File: src/rtl/ilv3_pkg.sv
package ilv3_pkg;
  localparam int NSLOT      = 6;
  localparam int ADDR_W     = 3;
  localparam int SLOT_PER   = 0;
  localparam int SLOT_A_CLR = 1;
  localparam int SLOT_B_X   = 2;
  localparam int SLOT_B_Y   = 3;
  localparam int SLOT_C_X   = 4;
  localparam int SLOT_C_Y   = 5;
  localparam int NPHASE     = 3;

  // point num/den of the way through a cycle of per+1 clocks
  function automatic int unsigned cycle_frac(int unsigned per, int unsigned num,
                                             int unsigned den);
    return ((per + 1) * num) / den;
  endfunction

  function automatic int unsigned reset_slot(int unsigned per, int slot);
    case (slot)
      SLOT_PER:   return per;
      SLOT_A_CLR: return cycle_frac(per, 1, 2);
      SLOT_B_X:   return cycle_frac(per, 1, 3);
      SLOT_B_Y:   return cycle_frac(per, 5, 6);
      SLOT_C_X:   return cycle_frac(per, 2, 3);
      default:    return cycle_frac(per, 1, 6);
    endcase
  endfunction
endpackage

File: src/rtl/ilv3_timebase.sv
module ilv3_timebase #(
  parameter int CW = 16
) (
  input  logic          clk,
  input  logic          rst_n,
  input  logic [CW-1:0] per_act,
  output logic [CW-1:0] count,
  output logic          wrap,
  output logic          zero_evt
);
  assign wrap = (count >= per_act);

  always_ff @(posedge clk or negedge rst_n) begin
    if (!rst_n) begin
      count    <= '0;
      zero_evt <= 1'b0;
    end else begin
      count    <= wrap ? '0 : count + 1'b1;
      zero_evt <= wrap;
    end
  end
endmodule

File: src/rtl/ilv3_shadow.sv
module ilv3_shadow
  import ilv3_pkg::*;
#(
  parameter int CW      = 16,
  parameter int RST_PER = 23
) (
  input  logic              clk,
  input  logic              rst_n,
  input  logic              wr_en,
  input  logic [ADDR_W-1:0] wr_addr,
  input  logic [CW-1:0]     wr_data,
  input  logic              arm_load,
  input  logic              wrap,
  output logic [CW-1:0]     act [NSLOT],
  output logic              armed,
  output logic              load_evt
);
  logic [CW-1:0] shd [NSLOT];
  logic          addr_ok;

  assign addr_ok  = wr_en && (wr_addr < ADDR_W'(NSLOT));
  assign load_evt = wrap && armed;

  for (genvar i = 0; i < NSLOT; i++) begin : g_slot
    always_ff @(posedge clk or negedge rst_n) begin
      if (!rst_n) begin
        shd[i] <= CW'(reset_slot(RST_PER, i));
        act[i] <= CW'(reset_slot(RST_PER, i));
      end else begin
        if (addr_ok && (wr_addr == ADDR_W'(i))) shd[i] <= wr_data;
        if (load_evt) act[i] <= shd[i];
      end
    end
  end

  always_ff @(posedge clk or negedge rst_n) begin
    if (!rst_n)        armed <= 1'b0;
    else if (arm_load) armed <= 1'b1;
    else if (addr_ok)  armed <= 1'b0;
    else if (load_evt) armed <= 1'b0;
  end
endmodule

File: src/rtl/ilv3_phase.sv
module ilv3_phase #(
  parameter int CW     = 16,
  parameter bit TOGGLE = 1'b1,
  parameter bit INIT   = 1'b0
) (
  input  logic          clk,
  input  logic          rst_n,
  input  logic [CW-1:0] count,
  input  logic [CW-1:0] cmp_x,
  input  logic [CW-1:0] cmp_y,
  output logic          q
);
  logic hit_x, hit_y;
  assign hit_x = (count == cmp_x);
  assign hit_y = (count == cmp_y);

  if (TOGGLE) begin : g_tog
    always_ff @(posedge clk or negedge rst_n) begin
      if (!rst_n)              q <= INIT;
      else if (hit_x || hit_y) q <= ~q;
    end
  end else begin : g_setclr
    always_ff @(posedge clk or negedge rst_n) begin
      if (!rst_n)     q <= INIT;
      else if (hit_x) q <= 1'b1;
      else if (hit_y) q <= 1'b0;
    end
  end
endmodule

File: src/rtl/ilv3_pwm.sv
module ilv3_pwm
  import ilv3_pkg::*;
#(
  parameter int CW      = 16,
  parameter int RST_PER = 23
) (
  input  logic              clk,
  input  logic              rst_n,
  input  logic              wr_en,
  input  logic [ADDR_W-1:0] wr_addr,
  input  logic [CW-1:0]     wr_data,
  input  logic              arm_load,
  output logic              phase_a,
  output logic              phase_b,
  output logic              phase_c,
  output logic              zero_evt,
  output logic [CW-1:0]     count
);
  logic [CW-1:0] act [NSLOT];
  logic          wrap_evt, load_evt, armed;
  logic [CW-1:0] act_per, act_a_clr, act_b_x, act_b_y, act_c_x, act_c_y;
  logic [CW-1:0] cx [NPHASE];
  logic [CW-1:0] cy [NPHASE];
  logic          pq [NPHASE];

  assign act_per   = act[SLOT_PER];
  assign act_a_clr = act[SLOT_A_CLR];
  assign act_b_x   = act[SLOT_B_X];
  assign act_b_y   = act[SLOT_B_Y];
  assign act_c_x   = act[SLOT_C_X];
  assign act_c_y   = act[SLOT_C_Y];

  ilv3_timebase #(.CW(CW)) u_tb (
    .clk(clk), .rst_n(rst_n), .per_act(act_per),
    .count(count), .wrap(wrap_evt), .zero_evt(zero_evt)
  );

  ilv3_shadow #(.CW(CW), .RST_PER(RST_PER)) u_shd (
    .clk(clk), .rst_n(rst_n), .wr_en(wr_en), .wr_addr(wr_addr),
    .wr_data(wr_data), .arm_load(arm_load), .wrap(wrap_evt),
    .act(act), .armed(armed), .load_evt(load_evt)
  );

  assign cx[0] = '0;
  assign cy[0] = act_a_clr;
  assign cx[1] = act_b_x;
  assign cy[1] = act_b_y;
  assign cx[2] = act_c_x;
  assign cy[2] = act_c_y;

  for (genvar g = 0; g < NPHASE; g++) begin : g_ph
    ilv3_phase #(.CW(CW), .TOGGLE(g != 0), .INIT(g == 2)) u_ph (
      .clk(clk), .rst_n(rst_n), .count(count),
      .cmp_x(cx[g]), .cmp_y(cy[g]), .q(pq[g])
    );
  end

  assign phase_a = pq[0];
  assign phase_b = pq[1];
  assign phase_c = pq[2];
endmodule

File: config.mk
export PLATFORM = sky130hd
export DESIGN_NAME = ilv3_pwm
export DESIGN_NICKNAME = d
export VERILOG_FILES = /design/src/rtl/ilv3_pkg.sv /design/src/rtl/ilv3_timebase.sv /design/src/rtl/ilv3_shadow.sv /design/src/rtl/ilv3_phase.sv /design/src/rtl/ilv3_pwm.sv
export SDC_FILE = /design/constraint.sdc
export NUM_CORES = 1
export LEC_CHECK = 0
export BUFFER_PORTS_ARGS = -buffer_cell sky130_fd_sc_hd__buf_2
export CAP_MARGIN = 20
export CORE_ASPECT_RATIO = 0.5
export CORE_MARGIN = 10
export CORE_UTILIZATION = 55
export CTS_CLUSTER_DIAMETER = 100
export DETAILED_ROUTE_END_ITERATION = 7
export GPL_ROUTABILITY_DRIVEN = 1
export PLACE_DENSITY = 0.84
export SYNTH_ARGS = -nofsm -noshare
export SYNTH_HDL_FRONTEND = slang
export SYNTH_SLANG_ARGS = --single-unit
File: constraint.sdc
create_clock -name clk -period 4.1 [get_ports clk]
set_input_delay 0.82 -clock clk [delete_from_list [all_inputs] [get_ports clk]]
set_output_delay 0.82 -clock clk [all_outputs]
set_load 0.01 [all_outputs]
==> summary.txt, run 1 <==
status: complete, no violations
Antenna Nets Post-Route: 0
fin crit share: 78.3%
1st-iter DRT viols: 357
CP arrival: 3.59 ns
LEAKAGE: 4.82 nW
crit-path max FO: 86
CP peak stage delay: 0.64 ns
Clock Path Buffers: 3
Peak supply drop: 248 µV
root buffer cell: clkbuf_16
Synth Area per Inst: 14.1 µm²
max-capacitance violation count: 0
Register Area: 5360 µm²
vias post-DR: 5602
GP Congestion: 0.842
DP Cell Count: 938
nets@finish: 767
final WL: 22.0 mm
sequential area share after synthesis: 55.7%
Seq cells post-synth: 213
Detailed Routing Iterations Pass 1: 4
Port-buffer cells: 42
clock net sink count: 213
mux cell area share after synthesis: 24.0%
CP Data Required Time: 4.47 ns
slew margin rel.: 35.3%
filler cell count: 1263
Tightest Hold Check Type: primary input to asynchronous set/reset pin
Synth Area in Simple Gates: 4.94%
Post-CTS Hold Fix Bufs: 0
# rows: 34
die area: 23500 µm²
synth warn: 0
Post-CTS Setup Inserts: 0
Worst setup SP type: flop
Slowest-stage cell, CP: dfrtp_1
Slew Limit Fails: 0
layout cell share with drive strength beyond 1: 42.3%
Core Area: 17300 µm²
Cells after Synth: 680
smallest hold slack: 0.455 ns
Layout Area Growth over Synthesis: 12.1%
Slew @ Worst Pin: 0.971 ns
final hold violation count: 0
# setup viols final: 0
Reg clk slew, reported paths: 0.07 ns
num ports: 43
gr usage total: 18.8%
main combinational cell family by area after synthesis: multiplexers
Cell Area, Placed: 10100 µm²
Num CTS Buffers: 20
initial antenna violation count: 2
Design Area, Final: 10800 µm²
first-pass GRT wire length: 35.1 mm
post-CTS sizing: 0
Syn Nets: 721
post-synthesis cell type count: 37
Crit. End Element: flop
mean number of vias per cell: 5.75
pin count of the biggest net entering global routing: 122
DIE WIDTH: 207 µm
vias in the first global route: 6079
Setup TNS Final: 0 ns
final core occ: 62.4%
die height: 114 µm
Tmin final: 3.21 ns
CTS tree: built
DP Wirelength: 14.7 mm
critical path class: flop to flop
complex-gate fraction of the synthesized area: 1.55%
Synth Area in Adders: 2.34%
Synth Area in XOR/XNOR: 8.74%
grt ovf: 0
fmax: 311 MHz
Post-Layout Cell Count: 975
htree depth: 1
RSZ-0062 raised after global routing: no
Power Density: 703 nW/µm²
clk_lat worst skew: 0.50 ns
DR WL/cell: 22.6 µm
Post-Synthesis Cell Area: 9620 µm²
DRC violations left: 0
clk_skew: 0.0102 ns
CP Cell Sequence: inv_1 -> ha_1 -> nand2b_1 -> a2111oi_2 -> a2111oi_4 -> o31ai_4 -> buf_12 -> mux2_2
area of the multi-input gates: 4020 µm²
starting density of the core: 55.7%
==> layout make-up <==
cell class	count	area share (%)
diodes	1	0.0232
clock buffers	31	5.69
clock inverters	5	0.511
inverters	19	0.662
multi-input cells	412	37.3
flip-flops and latches	213	49.7
well taps	234	2.72
repair buffers	60	3.40
==> synth_stat cells <==
cell | number | area share [%]
nand4_1 | 24 | 1.6
nand4b_1 | 2 | 0.18
buf_2 | 10 | 0.52
dfrtp_1 | 190 | 49
o41ai_1 | 1 | 0.091
nor3b_2 | 1 | 0.13
nor2_1 | 23 | 0.90
ha_1 | 18 | 2.3
nor3_1 | 4 | 0.21
and2_1 | 2 | 0.13
a21oi_1 | 5 | 0.26
a2111oi_2 | 1 | 0.16
o221ai_1 | 1 | 0.091
xnor2_1 | 91 | 8.3
a2111oi_4 | 1 | 0.29
o21bai_1 | 1 | 0.078
and4_1 | 1 | 0.091
o21ai_0 | 2 | 0.10
mux2_2 | 152 | 18
a21o_1 | 1 | 0.078
a41o_1 | 1 | 0.10
buf_1 | 3 | 0.12
nand2b_1 | 2 | 0.13
and3_1 | 3 | 0.20
nor4_1 | 7 | 0.46
inv_1 | 19 | 0.74
nand3_1 | 4 | 0.21
dfstp_2 | 23 | 6.3
nand2_1 | 14 | 0.55
mux2_4 | 40 | 6.2
o31ai_4 | 1 | 0.22
or3_1 | 2 | 0.13
o21a_1 | 1 | 0.078
clkbuf_1 | 18 | 0.70
nor3b_1 | 1 | 0.078
xor2_1 | 5 | 0.46
buf_6 | 5 | 0.59
==> registers in the layout, indices dropped and copies added (netlist names) <==
signal         cells
u_tb.zero_evt      1
u_shd.shd         96
g_ph.u_ph.q        3
u_tb.count        16
u_shd.armed        1
u_shd.act         96
==> through the flow <==
step / worst slack, ns / power, mW
finish: 0.888 / 7.57
global route: 0.756 / 7.93
CTS: 0.944 / 7.59
detailed placement: 0.981 / 5.66
global placement: 1.10 / 5.54
floorplan: 1.27 / 4.97
==> logic make-up (layout without fill, tap and decap cells) <==
logic type | count (synthesis) | count (layout)
DFF | 213 | 213
and+or+nand+nor | 90 | 90
adders and majority gates | 18 | 18
AOI/OAI and AO/OA | 16 | 16
other | 0 | 1
xor gates and xnor gates | 96 | 96
muxes | 192 | 192
buffers and inverters | 55 | 115
==> where the power goes <==
| part | total, mW | internal [mW] | switching [mW] |
|---|---|---|---|
| Combinational | 2.25 | 1.26 | 0.993 |
| Sequential | 3.44 | 2.87 | 0.572 |
| Clock | 1.88 | 1.10 | 0.787 |
==> path summary, 6_finish.rpt <==
check,start,endpoint,slack (ns),cells after the start
setup / recovery,u_tb.count[0],u_shd.act[15],0.89,8
hold / removal,rst_n,u_shd.act[50],0.46,1
setup reg to reg,u_tb.count[0],u_shd.act[15],0.89,8
hold reg to reg,g_ph[1].u_ph.q,g_ph[1].u_ph.q,0.47,1
max in group asynchronous,rst_n,u_shd.shd[80],2.67,2
min in group clk,g_ph[1].u_ph.q,g_ph[1].u_ph.q,0.47,1
==> critical path: cells and delay by family (launching register included) <==
family | cells | cell delay (ns)
DFF | 1 | 0.64
AOI/OAI and AO/OA | 3 | 0.86
adders and majority gates | 1 | 0.30
muxes | 1 | 0.42
buffers and inverters | 2 | 0.55
and+or+nand+nor | 1 | 0.16
==> per-layer routing <==
layer	vias to the layer above	global-route usage, %	share of wire, %
li1	2452	-	-
met1	2970	24.9	44
met2	150	31.0	48
met3	30	3.82	6.8
met4	0	5.12	1.7
met5	-	0	0
==> placed cells by master, fill, tap and decap left out, types with 5 or more instances in the layout <==
master,n
clkbuf_16,21
xor2_1,5
inv_1,19
mux2_2,152
buf_2,41
nor2_1,23
buf_4,17
nor4_1,7
xnor2_1,91
ha_1,18
dfstp_2,23
a21oi_1,5
clkbuf_1,5
clkbuf_8,6
dfrtp_1,190
mux2_4,40
nand4_1,24
nand2_1,14
(Power assumes the default switching activity.)
==> run 2, diff against run 1 <==
Settings changed: PLACE_DENSITY 0.84 to 0.87.
Clock period 4.1 ns to 2.72 ns, I/O delays scaled along.
==> summary.txt, run 2 (synthesis results as in run 1) <==
CP endpoint: u_shd.act[13]
CP arrival: 2.99 ns
slew margin rel.: 63.2%
crit-path max FO: 27
CTS tree: built
Worst R2R Start: u_shd.act[80]
grt ovf: 0
Num CTS Buffers: 19
Comb pwr share: 32.3%
DIE WIDTH: 207 µm
Net Sw Power: 3.58 mW
Post-CTS Setup Inserts: 0
Crit path max-delay family: compound AO/OA/AOI/OAI gates
# setup viols final: 0
most used cell, CP: a2111oi_4
power share of the clock group: 22.3%
Clock Path Buffers: 3
htree depth: 1
final WL: 22.4 mm
layout cell share with drive strength beyond 1: 43.2%
Slew Limit Fails: 0
num ports: 43
Core Area: 17300 µm²
Flop pwr share: 45.3%
most common cell after layout, fill and taps aside: dfrtp_1
commonest non-fill, non-tap cells in the layout: dfrtp_1, mux2_2, xnor2_1
Slew @ Worst Pin: 0.552 ns
WP buf/inv: 2
Design Area, Final: 10900 µm²
Tmin final: 2.62 ns
root buffer cell: clkbuf_16
Antenna Nets Post-Route: 0
worst reg-to-reg path cell count: 8
CP startpoint: u_shd.act[80]
LEAKAGE: 4.89 nW
Crit. End Element: flop
vias post-DR: 5627
starting density of the core: 55.7%
max-capacitance violation count: 0
RSZ-0062 raised after global routing: no
Sw Share: 31.8%
critical path class: flop to flop
vias in the first global route: 6159
1st-iter DRT viols: 459
flop-to-flop setup slack: 0.1 ns
die area: 23500 µm²
Tightest Hold Check Type: primary input to asynchronous set/reset pin
die height: 114 µm
Worst setup SP type: flop
DR WL/cell: 22.6 µm
Crit. path cell count: 8
cell-internal power: 7.67 mW
post-CTS sizing: 0
Port-buffer cells: 42
Reg clk slew, reported paths: 0.07 ns
CP Data Required Time: 3.09 ns
fin crit share: 96.4%
CP Cell Sequence: ha_1 -> nand2b_1 -> a2111oi_4 -> a2111oi_4 -> o31ai_4 -> buf_12 -> buf_16 -> mux2_2
Reg2Reg Capture Point: u_shd.act[13]
fmax: 381 MHz
# rows: 34
Detailed Routing Iterations Pass 1: 4
final hold violation count: 0
CP peak stage delay: 0.53 ns
nets@finish: 782
clk_skew: 0.0194 ns
pin count of the biggest net entering global routing: 67
Cell Area, Placed: 10300 µm²
GP Congestion: 0.899
Setup TNS Final: 0 ns
Peak supply drop: 447 µV
mean number of vias per cell: 5.69
Post-CTS Hold Fix Bufs: 0
first-pass GRT wire length: 35.3 mm
Power Density: 1030 nW/µm²
initial antenna violation count: 1
DP Wirelength: 15.7 mm
Layout Area Growth over Synthesis: 13.1%
DRC violations left: 0
clock net sink count: 213
clk_lat worst skew: 0.50 ns
status: complete, no violations
gr usage total: 18.8%
Largest regs: u_shd.act x96, u_shd.shd x96, u_tb.count x16
Slowest-stage cell, CP: dfstp_2
## run 2: cell count changes in the layout (fill, tap and decap cells not counted), sizes merged
cell / previous run / this run
clkinv: 2 / 5
clkinvlp: 2 / 1
buf: 59 / 75
inv: 19 / 20
clkbuf: 32 / 28
bufinv: 1 / 0
## run 2: worst min-delay path by stage
| stage | to | slack, ns |
|---|---|---|
| 6_report | u_shd.shd[5] | 0.04 |
| 2_1_floorplan | g_ph[0].u_ph.q | 0.25 |
| 3_3_place_gp | g_ph[1].u_ph.q | 0.46 |
| 4_1_cts | u_shd.act[6] | 0.06 |
| 3_5_place_dp | g_ph[1].u_ph.q | 0.48 |
| 5_1_grt | u_shd.act[5] | 0.07 |
## run 2: worst register-to-register path, delay by kind of cell (launching register included)
kind	cells	cell delay [ns]
adder cells (fa/ha/maj)	1	0.21
flip-flops	1	0.53
multiplexers	1	0.37
AO/OA/AOI/OAI	3	0.82
buffers and inverters	2	0.42
AND/OR/NAND/NOR	1	0.18
## run 2: power groups by stage
| stage | sequential (mW) | clock [mW] | combinational, mW |
|---|---|---|---|
| final | 5.10 | 2.52 | 3.64 |
| after global routing | 5.22 | 2.67 | 3.91 |
| after CTS | 5.09 | 2.53 | 3.61 |
| after detailed placement | 5.13 | 0 | 3.55 |
| after global placement | 5.06 | 0 | 3.40 |
| after floorplan | 4.90 | 0 | 2.59 |
## run 2: area by class of cell
type / instances / area, µm²
diodes: 1 / 2.50
flip-flops and latches: 213 / 5360
multi-input cells: 412 / 4030
clock inverters: 7 / 41.3
repair buffers: 76 / 557
well taps: 234 / 293
clock buffers: 27 / 526
inverters: 19 / 71.3
fillers: 1194 / 6390
## run 2: per-stage QoR
stage,hold slack [ns],std cells,setup WS [ns],total power [mW],util (%)
4_1_cts,0.0612,988,0.0828,11.2,62.9
3_5_place_dp,0.482,954,0.109,8.69,59.6
6_report,0.0443,989,0.0971,11.3,63.0
5_1_grt,0.0666,988,0.00766,11.8,63.0
2_1_floorplan,0.248,680,0.0236,7.49,-
3_3_place_gp,0.460,954,0.148,8.46,59.6
## run 2: per-layer routing
layer | wire, µm | global-route usage [%] | vias to the layer above
met5 | 0 | 0 | -
met4 | 430 | 5.51 | 0
met3 | 1660 | 3.74 | 37
met2 | 10700 | 30.9 | 153
met1 | 9630 | 24.9 | 2950
li1 | - | - | 2487
